<file path="src/rtl/iadd_pkg.sv">
package iadd_pkg;

    localparam int DATA_W   = 40;
    localparam int IMM_W    = 16;
    localparam int WORD_W   = 16;
    localparam int NUM_REGS = 8;
    localparam int SEL_W    = $clog2(NUM_REGS);

    // Fixed opcode fields (positions are decoded, so they are kept)
    localparam logic [7:0] OPC_W0_HI  = 8'h3A;
    localparam logic [1:0] OPC_W0_MID = 2'b10;
    localparam logic [2:0] OPC_W1_HI  = 3'b100;

    typedef struct packed {
        logic             legal;
        logic [SEL_W-1:0] dst;
        logic [IMM_W-1:0] imm;
    } dec_t;

    typedef struct packed {
        logic [DATA_W-1:0] sum;
        logic              ovf;
    } alu_res_t;

    function automatic logic [DATA_W-1:0] sext_imm(input logic [IMM_W-1:0] v);
        return {{(DATA_W-IMM_W){v[IMM_W-1]}}, v};
    endfunction

endpackage

</file>
<file path="src/rtl/iadd_decode.sv">
module iadd_decode
    import iadd_pkg::*;
(
    input  logic [WORD_W-1:0] w0,
    input  logic [WORD_W-1:0] w1,
    output dec_t              dec
);
    always_comb begin
        dec.legal = (w0[15:8] == OPC_W0_HI) &&
                    (w0[4:3]  == OPC_W0_MID) &&
                    (w1[15:13] == OPC_W1_HI);
        dec.dst   = w0[2:0];
        dec.imm   = {w0[7:5], w1[12:0]};
    end
endmodule

</file>
<file path="src/rtl/iadd_alu.sv">
module iadd_alu
    import iadd_pkg::*;
(
    input  logic [DATA_W-1:0] operand,
    input  logic [IMM_W-1:0]  imm,
    output alu_res_t          res
);
    logic [DATA_W-1:0] addend;
    logic [DATA_W-1:0] raw;
    logic              a_msb, b_msb;

    always_comb begin
        addend  = sext_imm(imm);
        raw     = operand + addend;
        a_msb   = operand[DATA_W-1];
        b_msb   = addend[DATA_W-1];
        res.sum = raw;
        res.ovf = (a_msb == b_msb) && (raw[DATA_W-1] != a_msb);
    end
endmodule

</file>
<file path="src/rtl/iadd_regfile.sv">
module iadd_regfile #(
    parameter int NUM_REGS = 8,
    parameter int DATA_W   = 40,
    localparam int SEL_W   = $clog2(NUM_REGS)
) (
    input  logic              clk,
    input  logic              rst,
    input  logic              exec_we,
    input  logic [SEL_W-1:0]  exec_sel,
    input  logic [DATA_W-1:0] exec_data,
    input  logic              load_we,
    input  logic [SEL_W-1:0]  load_sel,
    input  logic [DATA_W-1:0] load_data,
    input  logic              load_limit,
    output logic [DATA_W-1:0] src_data,
    input  logic [SEL_W-1:0]  rd_sel,
    output logic [DATA_W-1:0] rd_data,
    output logic              rd_limit
);
    logic [NUM_REGS-1:0][DATA_W-1:0] regs_q;
    logic [NUM_REGS-1:0]             lim_q;

    for (genvar i = 0; i < NUM_REGS; i++) begin : g_reg
        always_ff @(posedge clk) begin
            if (rst) begin
                regs_q[i] <= '0;
                lim_q[i]  <= 1'b0;
            end else if (exec_we && exec_sel == SEL_W'(i)) begin
                regs_q[i] <= exec_data;
                lim_q[i]  <= 1'b0;
            end else if (load_we && load_sel == SEL_W'(i)) begin
                regs_q[i] <= load_data;
                lim_q[i]  <= load_limit;
            end
        end
    end

    assign src_data = regs_q[exec_sel];
    assign rd_data  = regs_q[rd_sel];
    assign rd_limit = lim_q[rd_sel];

    // an executed write leaves the destination limit bit clear
    assert_limit_cleared_R6: assert property (@(posedge clk) disable iff (rst)
        exec_we |=> !lim_q[$past(exec_sel)]);

    // with no write of either kind, no register or limit bit moves
    assert_regs_hold_R7: assert property (@(posedge clk) disable iff (rst)
        (!exec_we && !load_we) |=> ($stable(regs_q) && $stable(lim_q)));
endmodule

</file>
<file path="src/rtl/iadd_status.sv">
module iadd_status (
    input  logic clk,
    input  logic rst,
    input  logic wr_en,
    input  logic wr_carry,
    input  logic wr_ovf,
    input  logic set_ovf,
    output logic carry,
    output logic ovf
);
    always_ff @(posedge clk) begin
        if (rst) begin
            carry <= 1'b0;
            ovf   <= 1'b0;
        end else begin
            if (wr_en) carry <= wr_carry;
            ovf <= (wr_en ? wr_ovf : ovf) | set_ovf;
        end
    end

    // only a status write may move the carry bit
    assert_carry_kept_R3: assert property (@(posedge clk) disable iff (rst)
        !wr_en |=> $stable(carry));

    // without a status write a set flag stays set
    assert_ovf_sticky_R5: assert property (@(posedge clk) disable iff (rst)
        (ovf && !wr_en) |=> ovf);
endmodule

</file>
<file path="src/rtl/iadd_exec_unit.sv">
module iadd_exec_unit
    import iadd_pkg::*;
(
    input  logic              clk,
    input  logic              rst,
    input  logic              exec_valid,
    input  logic [15:0]       instr_w0,
    input  logic [15:0]       instr_w1,
    input  logic              load_en,
    input  logic [2:0]        load_sel,
    input  logic [39:0]       load_data,
    input  logic              load_limit,
    input  logic [2:0]        rd_sel,
    output logic [39:0]       rd_data,
    output logic              rd_limit,
    input  logic              stat_wr_en,
    input  logic              stat_wr_carry,
    input  logic              stat_wr_ovf,
    output logic              carry_o,
    output logic              ovf_o,
    output logic              illegal_o
);
    dec_t              dec;
    alu_res_t          res;
    logic [DATA_W-1:0] src;
    logic              fire;
    logic              illegal_q;

    iadd_decode u_dec (.w0(instr_w0), .w1(instr_w1), .dec(dec));

    assign fire = exec_valid && dec.legal;

    iadd_regfile #(.NUM_REGS(NUM_REGS), .DATA_W(DATA_W)) u_rf (
        .clk(clk), .rst(rst),
        .exec_we(fire), .exec_sel(dec.dst), .exec_data(res.sum),
        .load_we(load_en), .load_sel(load_sel), .load_data(load_data),
        .load_limit(load_limit),
        .src_data(src),
        .rd_sel(rd_sel), .rd_data(rd_data), .rd_limit(rd_limit)
    );

    iadd_alu u_alu (.operand(src), .imm(dec.imm), .res(res));

    iadd_status u_st (
        .clk(clk), .rst(rst),
        .wr_en(stat_wr_en), .wr_carry(stat_wr_carry), .wr_ovf(stat_wr_ovf),
        .set_ovf(fire && res.ovf),
        .carry(carry_o), .ovf(ovf_o)
    );

    always_ff @(posedge clk) begin
        if (rst) illegal_q <= 1'b0;
        else     illegal_q <= exec_valid && !dec.legal;
    end
    assign illegal_o = illegal_q;

    // a rejection is only ever reported for an issued instruction
    assert_illegal_on_issue_R8: assert property (@(posedge clk) disable iff (rst)
        illegal_o |-> $past(exec_valid));
endmodule

</file>
<file path="config.mk">
export PLATFORM = sky130hd
export DESIGN_NAME = iadd_exec_unit
export DESIGN_NICKNAME = d
export VERILOG_FILES = /design/src/rtl/iadd_pkg.sv /design/src/rtl/iadd_decode.sv /design/src/rtl/iadd_alu.sv /design/src/rtl/iadd_regfile.sv /design/src/rtl/iadd_status.sv /design/src/rtl/iadd_exec_unit.sv
export SDC_FILE = /design/constraint.sdc
export NUM_CORES = 1
export LEC_CHECK = 0
export BUFFER_PORTS_ARGS = -buffer_cell sky130_fd_sc_hd__buf_4
export CAP_MARGIN = 20
export CORE_ASPECT_RATIO = 1.4
export CORE_MARGIN = 2
export CORE_UTILIZATION = 50
export DETAILED_ROUTE_END_ITERATION = 16
export PLACE_DENSITY_LB_ADDON = 0.05
export REMOVE_ABC_BUFFERS = 1
export SLEW_MARGIN = 20
export SYNTH_ARGS = -nofsm -noshare
export SYNTH_HDL_FRONTEND = slang
export SYNTH_SLANG_ARGS = --single-unit
</file>
<file path="constraint.sdc">
create_clock -name clk -period 4.8 [get_ports clk]
set_input_delay 0.24 -clock clk [delete_from_list [all_inputs] [get_ports clk]]
set_output_delay 0.24 -clock clk [all_outputs]
set_load 0.01 [all_outputs]
</file>
==> results.md <==
- DR WL/cell: 25.6 um
- CTS-repair resized insts: 0
- Ys flop type: dfxtp_1
- Met2 Wirelength: 36.6 mm
- Leading cell types by total area after synthesis: dfxtp_1, mux4_2, a211oi_1
- Top Metal Used: met4
- Most frequently used cell type in the post-synthesis netlist: a211oi_1
- Total power: 0.00688 W
- Critical path startpoint category: flop
- Net load switching power: 0.00188 W
- Pre-antenna DRT Iters: 6
- Number of max-slew violations in the final report: 0
- Period utilization: 81.4%
- Sum of routed wire segments on met1: 29.8 mm
- Xor and xnor fraction of the mapped netlist area: 1.34%
- Cts bufs inserted: 39
- Mean instance size in the synthesized netlist: 9.66 um2
- Via count: 19120
- Fmax: 256 MHz
- Largest net degree at the start of global routing: 186
- Fraction of layout cells with a size suffix above 1: 24.6%
- Worst slew margin: 22.8%
- Pint: 0.00499 W
- Crit path from: u_rf.regs_q[120]
- Largest family of logic cells by synthesized area: multiplexers
- Minimum period implied by the final worst setup slack: 3910 ps
- Wire length of the first global-routing pass: 113 mm
- Clk Tree Root Cell: clkbuf_16
- Critical Path AT: 4270 ps
- Multiplexer fraction of the synthesized cell area: 30.2%
- Area fraction in compound gates after synthesis: 18.8%
- Maximum level of the CTS H-tree: 2
- CP max FO: 7
- Switching portion of total power: 27.4%
- Proportion of power drawn by the clock network: 43.8%
- Total die area: 46000 um2
- Reported max-cap violation count: 0
- N_diodes: 0
- Number of hold buffers added after cts: 3
- Initial antenna violation count: 0
- Register bit count reported by yosys: 331
- Maximum clock skew at final layout: 23.5 ps
- Area growth from synthesis to layout: 12.3%
- Met3 wire length: 4.13 mm
- Source of the worst register-to-register timing path: u_rf.regs_q[120]
- Tot GR Track Use: 31.6%
- Per-cell via count in the routed design: 6.68
- Unrepaired setup endpoints after global routing: no
- Die span in x: 182 um
- Overall routed net length: 73.4 mm
- Number of enable-type register cells in the synthesized netlist: 0
- Post-CTS Setup Repair Bufs: 0
- Die extent in y: 253 um
- Count of final setup violators: 0
- Core box area: 43800 um2
- Number of remaining DRC errors: 0
- Maximum buffer depth of the clock tree: 3
- TritonCTS clock tree: yes
- Start point of the worst hold path: load_limit
- Count of warnings emitted by yosys: 0
- CTS clock-pin slew for the worst setup and hold paths: 60 ps
- Post-DP HPWL: 44.7 mm
- Initial core utilization: 50.5%
- Path type of the worst min-delay path: input pin to flop
- Lkg Pwr: 9.84 nW
- Gp weighted congestion: 0.927
- Post-synthesis cell type count: 78
- Final hold viol count: 0
- Power per cell area: 277 nW/um2
- Vias in the first global route: 19019
- WS Path Type: flop to flop
- Most used standard cells in the synthesized netlist: a211oi_1, dfxtp_1, nor2_1, mux2i_1, nand2_1
- Initial DRC count: 1754
- Dominant cell type by area after synthesis: dfxtp_1
- Worst-Margin Slew: 1160 ps
- Total overflow reported by the global router: 0
- I/O pins: 130
- Register-to-register setup slack: 890 ps
- Clk sinks: 331
- Worst vdd ir: 0.000309 V
- Count of nets left with antenna violations after detail routing: 0
- Placed cell areas: 23500 um2
- Run status: completed
- Clock latency at the later pin of the worst-skew pair: 550 ps
- Share of total power in combinational logic: 14.8%
- CP endpoint kind: flop
- Async set-reset flop share out of synthesis: 0%
- NumNets Final: 2406
- Relative contribution of sequential cells to total power: 41.5%
- Final std cell area, no fill: 24800 um2
- Post-synthesis instance total: 2290
- Simple-gate share of the synthesized area: 12.7%
- Arithmetic-cell share of the synthesized area counting full adders, half adders and majority gates: 2.30%
- Part of the Yosys area used for sequential elements: 30.0%
- I/O Buffers: 129
- Fraction of synthesized cell area taken by the top area cell type: 30.0%
- Filler instances: 3907
- Post-synthesis instance area: 22100 um2
- Std cell rows: 91
- Critical path data required time: 5160 ps
==> per-layer routing <==
layer | up-vias | track usage [%]
li1 | 8672 | -
met1 | 9540 | 39.7
met2 | 735 | 55.6
met3 | 173 | 3.28
met4 | 0 | 12.4
met5 | - | 0
==> cells by family after synthesis <==
kind of cell | count (synthesis)
simple gates | 598
mux | 451
flops | 331
fa+ha+maj | 40
buf+inv | 259
compound gates | 578
xor+xnor | 33
==> power by group through the flow <==
stage	sequential, W	combinational, W	clock, W
after CTS	0.00285	0.00101	0.00306
final	0.00285	0.00101	0.00301
after floorplan	0.00290	0.000532	0
after global routing	0.00286	0.00108	0.00315
after global placement	0.00290	0.000993	0
after detailed placement	0.00291	0.00100	0
==> area by class of cell <==
type	count	area (um2)	share of cell area, %
clock inverter	9	76.3	0.307
clock buffer	57	1200	4.82
multi-input combinational	1700	14500	58.5
tap	558	698	2.81
sequential	331	6630	26.7
timing repair buffer	200	1690	6.79
inverter	8	30.0	0.121
==> stage by stage <==
stage | setup slack (ps) | setup TNS (ps) | util, % | hold WS, ps | instances
4_1_cts | 884 | 0 | 56.7 | 37.1 | 2863
2_1_floorplan | -933 | -57020 | - | 305 | 2039
6_report | 892 | 0 | 56.7 | 50.6 | 2863
3_3_place_gp | 450 | 0 | 53.7 | 481 | 2794
5_1_grt | 571 | 0 | 56.7 | 52.8 | 2863
3_5_place_dp | 412 | 0 | 53.7 | 492 | 2794
==> worst max-delay path: stages (launching register included) <==
cell      delay, ps
dfxtp_1         330
mux4_2          470
nand2_1          80
nand2_1          50
ha_1            230
fa_1            440
a21oi_1         250
o211ai_1        220
nand3_1         160
a31oi_1         100
buf_4           170
o21ai_1         270
o21ai_0         230
xnor2_1         580
a211oi_1        160
==> registers in the layout, summed over array words and instances (netlist names) <==
signal,count
u_rf.regs_q,320
u_rf.lim_q,8
illegal_o,1
u_st.carry,1
u_st.ovf,1
==> path summary, 6_finish.rpt <==
check	endpoint	depth (start not counted)
worst min-delay path	u_rf.lim_q[5]	3
worst max-delay path	u_rf.regs_q[72]	14
worst min register to register	u_rf.lim_q[4]	2
worst max register to register	u_rf.regs_q[72]	14
==> layout by cell type, fill, tap and decap left out, drive strengths merged, types with 5 or more instances in the layout <==
| cell | netlist | routed |
|---|---|---|
| a31oi | 8 | 8 |
| dfxtp | 331 | 331 |
| o211ai | 5 | 5 |
| mux4 | 162 | 162 |
| nor3 | 27 | 27 |
| a2111oi | 5 | 5 |
| a21o | 39 | 39 |
| and3 | 9 | 9 |
| ha | 39 | 39 |
| nor2b | 87 | 87 |
| o21bai | 10 | 10 |
| or3 | 5 | 5 |
| nor3b | 5 | 5 |
| clkinv | 0 | 6 |
| o21ai | 35 | 35 |
| mux2 | 103 | 103 |
| xnor2 | 21 | 21 |
| clkbuf | 151 | 57 |
| nor4 | 5 | 5 |
| mux2i | 186 | 186 |
| xor2 | 12 | 12 |
| buf | 100 | 197 |
| nand3 | 15 | 15 |
| nand2 | 177 | 177 |
| inv | 8 | 9 |
| nand4 | 11 | 11 |
| a211oi | 378 | 378 |
| nand2b | 6 | 6 |
| or2 | 5 | 5 |
| a21oi | 75 | 75 |
| nor2 | 227 | 227 |
No activity file was read; power rests on OpenSTA's default activity.
